$ cat src/rtl/tmr_pkg.sv
package tmr_pkg;
  localparam int TMR_BUS_W = 16;
  localparam int TMR_ADR_W = 3;

  localparam logic [TMR_ADR_W-1:0] ADR_CNT_LO = 3'd0;
  localparam logic [TMR_ADR_W-1:0] ADR_CNT_HI = 3'd1;
  localparam logic [TMR_ADR_W-1:0] ADR_PRD_LO = 3'd2;
  localparam logic [TMR_ADR_W-1:0] ADR_PRD_HI = 3'd3;
  localparam logic [TMR_ADR_W-1:0] ADR_CTRL   = 3'd4;
  localparam logic [TMR_ADR_W-1:0] ADR_PSC_LO = 3'd6;
  localparam logic [TMR_ADR_W-1:0] ADR_PSC_HI = 3'd7;

  localparam int BIT_FLAG   = 15;
  localparam int BIT_IE     = 14;
  localparam int BIT_EMU_HI = 11;
  localparam int BIT_EMU_LO = 10;
  localparam int BIT_RELOAD = 5;
  localparam int BIT_STOP   = 4;

  typedef struct packed {
    logic reload;
    logic runEn;
    logic wrCntLo;
    logic wrCntHi;
  } tmrStrobes_t;
endpackage

$ cat src/rtl/tmr_datapath.sv
module tmr_datapath
  import tmr_pkg::*;
#(
  parameter int BUS_W = TMR_BUS_W,
  localparam int CNT_W = 2 * BUS_W
) (
  input  logic             clk,
  input  logic             rstN,
  input  tmrStrobes_t      strb,
  input  logic [BUS_W-1:0] wrData,
  input  logic [CNT_W-1:0] period,
  input  logic [BUS_W-1:0] divDown,
  output logic [CNT_W-1:0] cnt,
  output logic [BUS_W-1:0] pscCnt,
  output logic             tick,
  output logic             wrapEvt,
  output logic             cntZero
);
  logic cntWrite;

  assign cntWrite = strb.wrCntLo | strb.wrCntHi;
  assign cntZero  = (cnt == '0);
  assign tick     = strb.runEn && (pscCnt == '0);
  assign wrapEvt  = tick && cntZero && !strb.reload && !cntWrite;

  always_ff @(posedge clk) begin
    if (!rstN) begin
      pscCnt <= '0;
    end else if (strb.reload) begin
      pscCnt <= divDown;
    end else if (strb.runEn) begin
      pscCnt <= (pscCnt == '0) ? divDown : pscCnt - 1'b1;
    end
  end

  always_ff @(posedge clk) begin
    if (!rstN) begin
      cnt <= '1;
    end else if (strb.reload) begin
      cnt <= period;
    end else if (strb.wrCntLo) begin
      cnt[BUS_W-1:0] <= wrData;
    end else if (strb.wrCntHi) begin
      cnt[CNT_W-1:BUS_W] <= wrData;
    end else if (tick) begin
      cnt <= cntZero ? period : cnt - 1'b1;
    end
  end
endmodule

$ cat src/rtl/tmr_ctrl.sv
module tmr_ctrl
  import tmr_pkg::*;
#(
  parameter int BUS_W = TMR_BUS_W,
  localparam int CNT_W = 2 * BUS_W,
  localparam int HALF  = BUS_W / 2
) (
  input  logic                 clk,
  input  logic                 rstN,
  input  logic                 wrEn,
  input  logic [TMR_ADR_W-1:0] addr,
  input  logic [BUS_W-1:0]     wrData,
  input  logic                 haltIn,
  input  logic                 cntZero,
  input  logic                 wrapEvt,
  input  logic [CNT_W-1:0]     cnt,
  input  logic [BUS_W-1:0]     pscCnt,
  output tmrStrobes_t          strb,
  output logic [CNT_W-1:0]     period,
  output logic [BUS_W-1:0]     divDown,
  output logic [BUS_W-1:0]     rdData,
  output logic                 flagQ,
  output logic [1:0]           emuQ,
  output logic                 irq
);
  logic ieQ;
  logic stopQ;
  logic wrCtl;
  logic haltStop;

  assign wrCtl = wrEn && (addr == ADR_CTRL);

  always_ff @(posedge clk) begin
    if (!rstN) begin
      period  <= '1;
      divDown <= '0;
      ieQ     <= 1'b0;
      emuQ    <= 2'b00;
      stopQ   <= 1'b1;
      flagQ   <= 1'b0;
    end else begin
      if (wrEn && addr == ADR_PRD_LO) period[BUS_W-1:0]     <= wrData;
      if (wrEn && addr == ADR_PRD_HI) period[CNT_W-1:BUS_W] <= wrData;
      if (wrEn && addr == ADR_PSC_LO) divDown[HALF-1:0]     <= wrData[HALF-1:0];
      if (wrEn && addr == ADR_PSC_HI) divDown[BUS_W-1:HALF] <= wrData[HALF-1:0];
      if (wrCtl) begin
        ieQ   <= wrData[BIT_IE];
        emuQ  <= wrData[BIT_EMU_HI:BIT_EMU_LO];
        stopQ <= wrData[BIT_STOP];
      end
      if (wrapEvt) flagQ <= 1'b1;
      else if (wrCtl && wrData[BIT_FLAG]) flagQ <= 1'b0;
    end
  end

  always_comb begin
    haltStop = 1'b0;
    if (haltIn) begin
      case (emuQ)
        2'b00:   haltStop = 1'b1;
        2'b01:   haltStop = cntZero;
        default: haltStop = 1'b0;
      endcase
    end
  end

  always_comb begin
    strb.reload  = wrCtl && wrData[BIT_RELOAD];
    strb.runEn   = !stopQ && !haltStop;
    strb.wrCntLo = wrEn && (addr == ADR_CNT_LO);
    strb.wrCntHi = wrEn && (addr == ADR_CNT_HI);
  end

  always_comb begin
    case (addr)
      ADR_CNT_LO: rdData = cnt[BUS_W-1:0];
      ADR_CNT_HI: rdData = cnt[CNT_W-1:BUS_W];
      ADR_PRD_LO: rdData = period[BUS_W-1:0];
      ADR_PRD_HI: rdData = period[CNT_W-1:BUS_W];
      ADR_CTRL:   rdData = {flagQ, ieQ, 2'b00, emuQ, 4'b0000, 1'b0, stopQ, 4'b0000};
      ADR_PSC_LO: rdData = {pscCnt[HALF-1:0], divDown[HALF-1:0]};
      ADR_PSC_HI: rdData = {pscCnt[BUS_W-1:HALF], divDown[BUS_W-1:HALF]};
      default:    rdData = '0;
    endcase
  end

  assign irq = flagQ & ieQ;
endmodule

$ cat src/rtl/tmr_top.sv
module tmr_top
  import tmr_pkg::*;
#(
  parameter int BUS_W = TMR_BUS_W,
  localparam int CNT_W = 2 * BUS_W
) (
  input  logic                 clk,
  input  logic                 rstN,
  input  logic                 wrEn,
  input  logic [TMR_ADR_W-1:0] addr,
  input  logic [BUS_W-1:0]     wrData,
  output logic [BUS_W-1:0]     rdData,
  input  logic                 haltIn,
  output logic                 irq
);
  tmrStrobes_t      strb;
  logic [CNT_W-1:0] period;
  logic [BUS_W-1:0] divDown;
  logic [CNT_W-1:0] cnt;
  logic [BUS_W-1:0] pscCnt;
  logic             tick;
  logic             wrapEvt;
  logic             cntZero;
  logic             flagQ;
  logic [1:0]       emuQ;

  tmr_ctrl #(.BUS_W(BUS_W)) u_ctrl (
    .clk(clk), .rstN(rstN), .wrEn(wrEn), .addr(addr), .wrData(wrData),
    .haltIn(haltIn), .cntZero(cntZero), .wrapEvt(wrapEvt), .cnt(cnt),
    .pscCnt(pscCnt), .strb(strb), .period(period), .divDown(divDown),
    .rdData(rdData), .flagQ(flagQ), .emuQ(emuQ), .irq(irq)
  );

  tmr_datapath #(.BUS_W(BUS_W)) u_dp (
    .clk(clk), .rstN(rstN), .strb(strb), .wrData(wrData), .period(period),
    .divDown(divDown), .cnt(cnt), .pscCnt(pscCnt), .tick(tick),
    .wrapEvt(wrapEvt), .cntZero(cntZero)
  );
endmodule

$ cat config.mk
export PLATFORM = sky130hd
export DESIGN_NAME = tmr_top
export DESIGN_NICKNAME = d
export VERILOG_FILES = /design/src/rtl/tmr_pkg.sv /design/src/rtl/tmr_datapath.sv /design/src/rtl/tmr_ctrl.sv /design/src/rtl/tmr_top.sv
export SDC_FILE = /design/constraint.sdc
export NUM_CORES = 1
export LEC_CHECK = 0
export ABC_CLOCK_PERIOD_IN_PS = 6300
export BUFFER_PORTS_ARGS = -buffer_cell sky130_fd_sc_hd__buf_2
export CAP_MARGIN = 20
export CORE_MARGIN = 10
export CORE_UTILIZATION = 60
export CTS_CLUSTER_DIAMETER = 120
export DETAILED_ROUTE_END_ITERATION = 8
export GPL_TIMING_DRIVEN = 0
export PLACE_DENSITY = 0.8
export SLEW_MARGIN = 25
export SYNTH_ARGS = -nofsm -noshare
export SYNTH_HDL_FRONTEND = slang
export SYNTH_SLANG_ARGS = --single-unit
$ cat constraint.sdc
create_clock -name clk -period 6.3 [get_ports clk]
set_input_delay 0 -clock clk [delete_from_list [all_inputs] [get_ports clk]]
set_output_delay 0 -clock clk [all_outputs]
set_load 0.02 [all_outputs]
==> metrics.md <==
| Metric | Value |
|---|---|
| Total CTS buffers | 9 |
| TNS Setup | 0 ns |
| Seq/Total Area, Yosys | 30.26% |
| Clock Sinks | 101 |
| Worst Max-Slew Pin Slew | between 1 and 1.5 ns |
| Later-pin clock latency in the skew report | 0.42 ns |
| Pleak | 2.700 nW |
| Worst slack at placement | 3.206 ns |
| Post-DR wirelength/cell | around 25 µm |
| Routed Antenna Nets | 0 |
| Largest net degree at the start of global routing | 19 |
| Avg Vias per Cell | 7.147 |
| Area grow syn2layout | 10.81% |
| CTS clock-pin slew for the worst setup and hold paths | 0.11 ns |
| Critical path's slowest cell | or4_1 |
| FFs w/ async S/R, synth | 0% |
| Flip-flop and latch count after synthesis | between 100 and 150 |
| Peak supply drop | about 0.23 mV |
| # rows | 38 |
| Gpl congestion | 1.079 |
| Critical path, cell by cell | clkbuf_1 -> or4_1 -> nor3_1 -> nand4_1 -> a21oi_2 -> buf_2 -> a21oi_1 -> a31oi_1 |
| Setup crit start kind | flip-flop |
| R2R setup slack | 3.06 ns |
| DIE HEIGHT | 125.5 µm |
| GRT Total Usage | 34.12% |
| Clock Tree Buf Depth | 2 |
| Port bufs | 38 |
| Final setup viols | 0 |
| R2R Path End | u_dp.cnt[12]$_SDFFE_PN1P_ |
| Worst min path class | input port to flip-flop |
| Setup ws final | 3.059 ns |
| Unrepaired setup endpoints after global routing | no |
| DR pass1 iterations | 6 |
| Routed via count | 7983 |
| Starting density of the core | 61.37% |
| Worst Reg-to-Reg Cells | 8 |
| Max-cap check violation count | 0 |
| H-tree depth | 3 |
| EDFF count, synth | 0 |
| CP max FO | 10 |
| Avg Cell Area, Syn | 7.366 µm² |
| Tcrit/Tclk final | 51.45% |
| Area taken by multi-input logic gates | 4330 µm² |
| Netlist Area Pre-Place | 6681 µm² |
| Worst Setup EP | u_dp.cnt[12]$_SDFFE_PN1P_ |
| Post-synth top flop | dfxtp_1 |
| Root Buffer Master | clkbuf_8 |
| Req. time, crit path | 6.65 ns |
| Critical path's largest stage delay | 0.60 ns |
| Initial antenna violation count | 0 |
| Slew Limit Fails | 0 |
| Core area | 10890 µm² |
| Fin nets | 998 |
| Width of the die | ~130 µm |
| Fin. Hold Viols | 0 |
| First-pass GRT wire length | around 42 mm |
| Power per cell area | 201.8 nW/µm² |
| Vias in the first global route | 7066 |
| DP HPWL | 20.96 mm |
| CP Capture Type | flip-flop |
| Fill count | between 1k and 1.5k |
| Hold path start | rstN |
| Fraction of final layout cells sized beyond drive strength 1 | about a tenth |
| Distinct cells, synth | 76 |
| Yosys warns | 0 |
| Reg-to-Reg Start | u_dp.cnt[15]$_SDFFE_PN1P_ |
| Tmin final | ~3.2 ns |
| Setup repair bufs after CTS | 0 |
| Post-Syn Nets | ~930 |
| Post-Syn Instances | 907 |
| Register area | around 2000 µm² |
| Kind of critical path | flip-flop to flip-flop |
| Grt ovf | 0 |
| Slew headroom | 29.08% |
| Critical Path AT | 3.59 ns |
| Die Area | 15760 µm² |
| Final wirelength | about 28 mm |
| Detailed-route DRC error count | 0 |
| Top Ports | 40 |
| Max Fclk | ~310 MHz |
| CTS tree | yes |
| Drt initial violations | 1480 |
| Worst setup path start | u_dp.cnt[15]$_SDFFE_PN1P_ |
| Clock Skew | 0.01874 ns |
| Status | complete, no violations |
[report_power, final]
| group | internal [mW] | switching (mW) | leakage [nW] |
|---|---|---|---|
| clock network | 0.189 | 0.265 | 0.102 |
| registers | 0.663 | 0.0381 | 0.822 |
| logic | 0.111 | 0.228 | 1.78 |
[state kept, by name, summed over array words and instances (netlist names)]
register        cells
u_dp.pscCnt        16
u_ctrl.period      32
u_dp.cnt           32
u_ctrl.flagQ        1
u_ctrl.ieQ          1
u_ctrl.emuQ         2
u_ctrl.stopQ        1
u_ctrl.divDown     16
[metal layers]
| metal | vias up | part of all wire [%] | track usage, % | wire length, µm |
|---|---|---|---|---|
| li1 | 3480 | - | - | - |
| met1 | 3659 | 37 | 45.17 | 10570 |
| met2 | 708 | 40 | 46.50 | 11270 |
| met3 | 136 | 17 | 13.10 | 4924 |
| met4 | 0 | 5.4 | 18.22 | 1533 |
| met5 | - | 0 | 0 | 0 |
[cell families after synthesis]
group / after synthesis / synth area share, %
simple gates: 445 / 31.85
compound gates: 237 / 25.11
flops: 101 / 30.26
buf+inv: 76 / 4.925
mux: 34 / 5.787
xor+xnor: 10 / 1.311
fa+ha+maj: 4 / 0.7491
[layout make-up]
cell class	instances	share of cell area, %
Multi-Input combinational cell	730	58.49
Sequential cell	101	27.31
Timing Repair Buffer	53	4.597
Buffer	68	4.039
Tap cell	140	2.366
Clock buffer	9	1.673
Clock inverter	7	1.082
Inverter	8	0.4056
Antenna cell	1	0.03380
[metrics by stage]
step	area [µm²]	util, %	cells	power, mW	hold slack (ns)
floorplan	6681	-	907	0.9081	0.1240
global placement	7047	64.72	1085	1.025	0.3505
detailed placement	7047	64.72	1085	1.027	0.3556
CTS	7401	67.97	1116	1.470	0.09667
global route	7401	67.97	1116	1.532	0.1619
finish	7403	68.00	1117	1.494	0.1171
[what timing repair did]
action,CTS,global route
hold buffers,15,0
endpoints found under the hold margin,46,0
resized for setup,0,0
[critical path, delay by kind of cell (launching register included)]
family	cells	cell delay (ns)
AO/OA/AOI/OAI	3	0.83
buffers and inverters	2	0.59
flip-flops	1	0.32
AND/OR/NAND/NOR	3	1.42
[cells in the final DEF, fill, tap and decap left out, types with 8 or more instances in the layout]
cell type	n
nand2_1	183
dfxtp_1	101
nor2_1	73
a21oi_1	61
nand3_1	53
clkbuf_1	48
buf_2	46
nor3_1	39
o21ai_0	33
mux2i_1	24
or3_1	19
a221oi_1	17
nor4_1	15
dlygate4sd3_1	15
o31ai_1	11
o211ai_1	11
a211oi_1	11
nand4_1	10
nor2b_1	9
clkbuf_8	9
a31oi_1	8
xnor2_1	8
and2_1	8
o221ai_1	8
[worst min-delay path by stage]
| stage | endpoint | depth (start not counted) | slack [ns] |
|---|---|---|---|
| floorplan | u_ctrl.period[0]$_SDFFE_PN1P_ | 2 | 0.12 |
| global placement | u_ctrl.divDown[1]$_SDFFE_PN0P_ | 3 | 0.35 |
| detailed placement | u_ctrl.period[9]$_SDFFE_PN1P_ | 3 | 0.36 |
| CTS | u_dp.cnt[1]$_SDFFE_PN1P_ | 4 | 0.1 |
| global route | u_dp.cnt[1]$_SDFFE_PN1P_ | 4 | 0.16 |
| finish | u_dp.cnt[1]$_SDFFE_PN1P_ | 4 | 0.12 |
[synthesized netlist by cell type, types with 4 or more instances]
master,instances,area (µm²)
a211o_1,4,35.03
a211oi_1,11,82.58
a211oi_2,4,50.05
a21o_1,7,52.55
a21oi_1,61,305.3
a221o_1,4,40.04
a221oi_1,17,148.9
a22o_1,4,35.03
a22oi_1,5,37.54
a31oi_1,8,50.05
a32oi_1,5,43.79
and2_1,8,50.05
buf_1,7,26.28
buf_2,8,40.04
buf_6,4,45.04
clkbuf_1,48,180.2
dfxtp_1,101,2022
ha_1,4,50.05
inv_1,7,26.28
mux2_2,7,78.83
mux2i_1,24,240.2
nand2_1,183,686.9
nand2b_1,5,31.28
nand3_1,53,265.3
nand4_1,10,62.56
nor2_1,73,274.0
nor2b_1,9,56.30
nor3_1,39,195.2
nor3_2,4,40.04
nor4_1,15,93.84
o2111ai_1,5,43.79
o211ai_1,11,82.58
o21a_1,7,52.55
o21ai_0,33,165.2
o21ai_1,6,30.03
o221ai_1,8,70.07
o311a_1,4,40.04
o31ai_1,11,82.58
or3_1,19,118.9
or4_1,5,37.54
xnor2_1,8,70.07
Note: power is estimated with default switching activity, not from simulation.
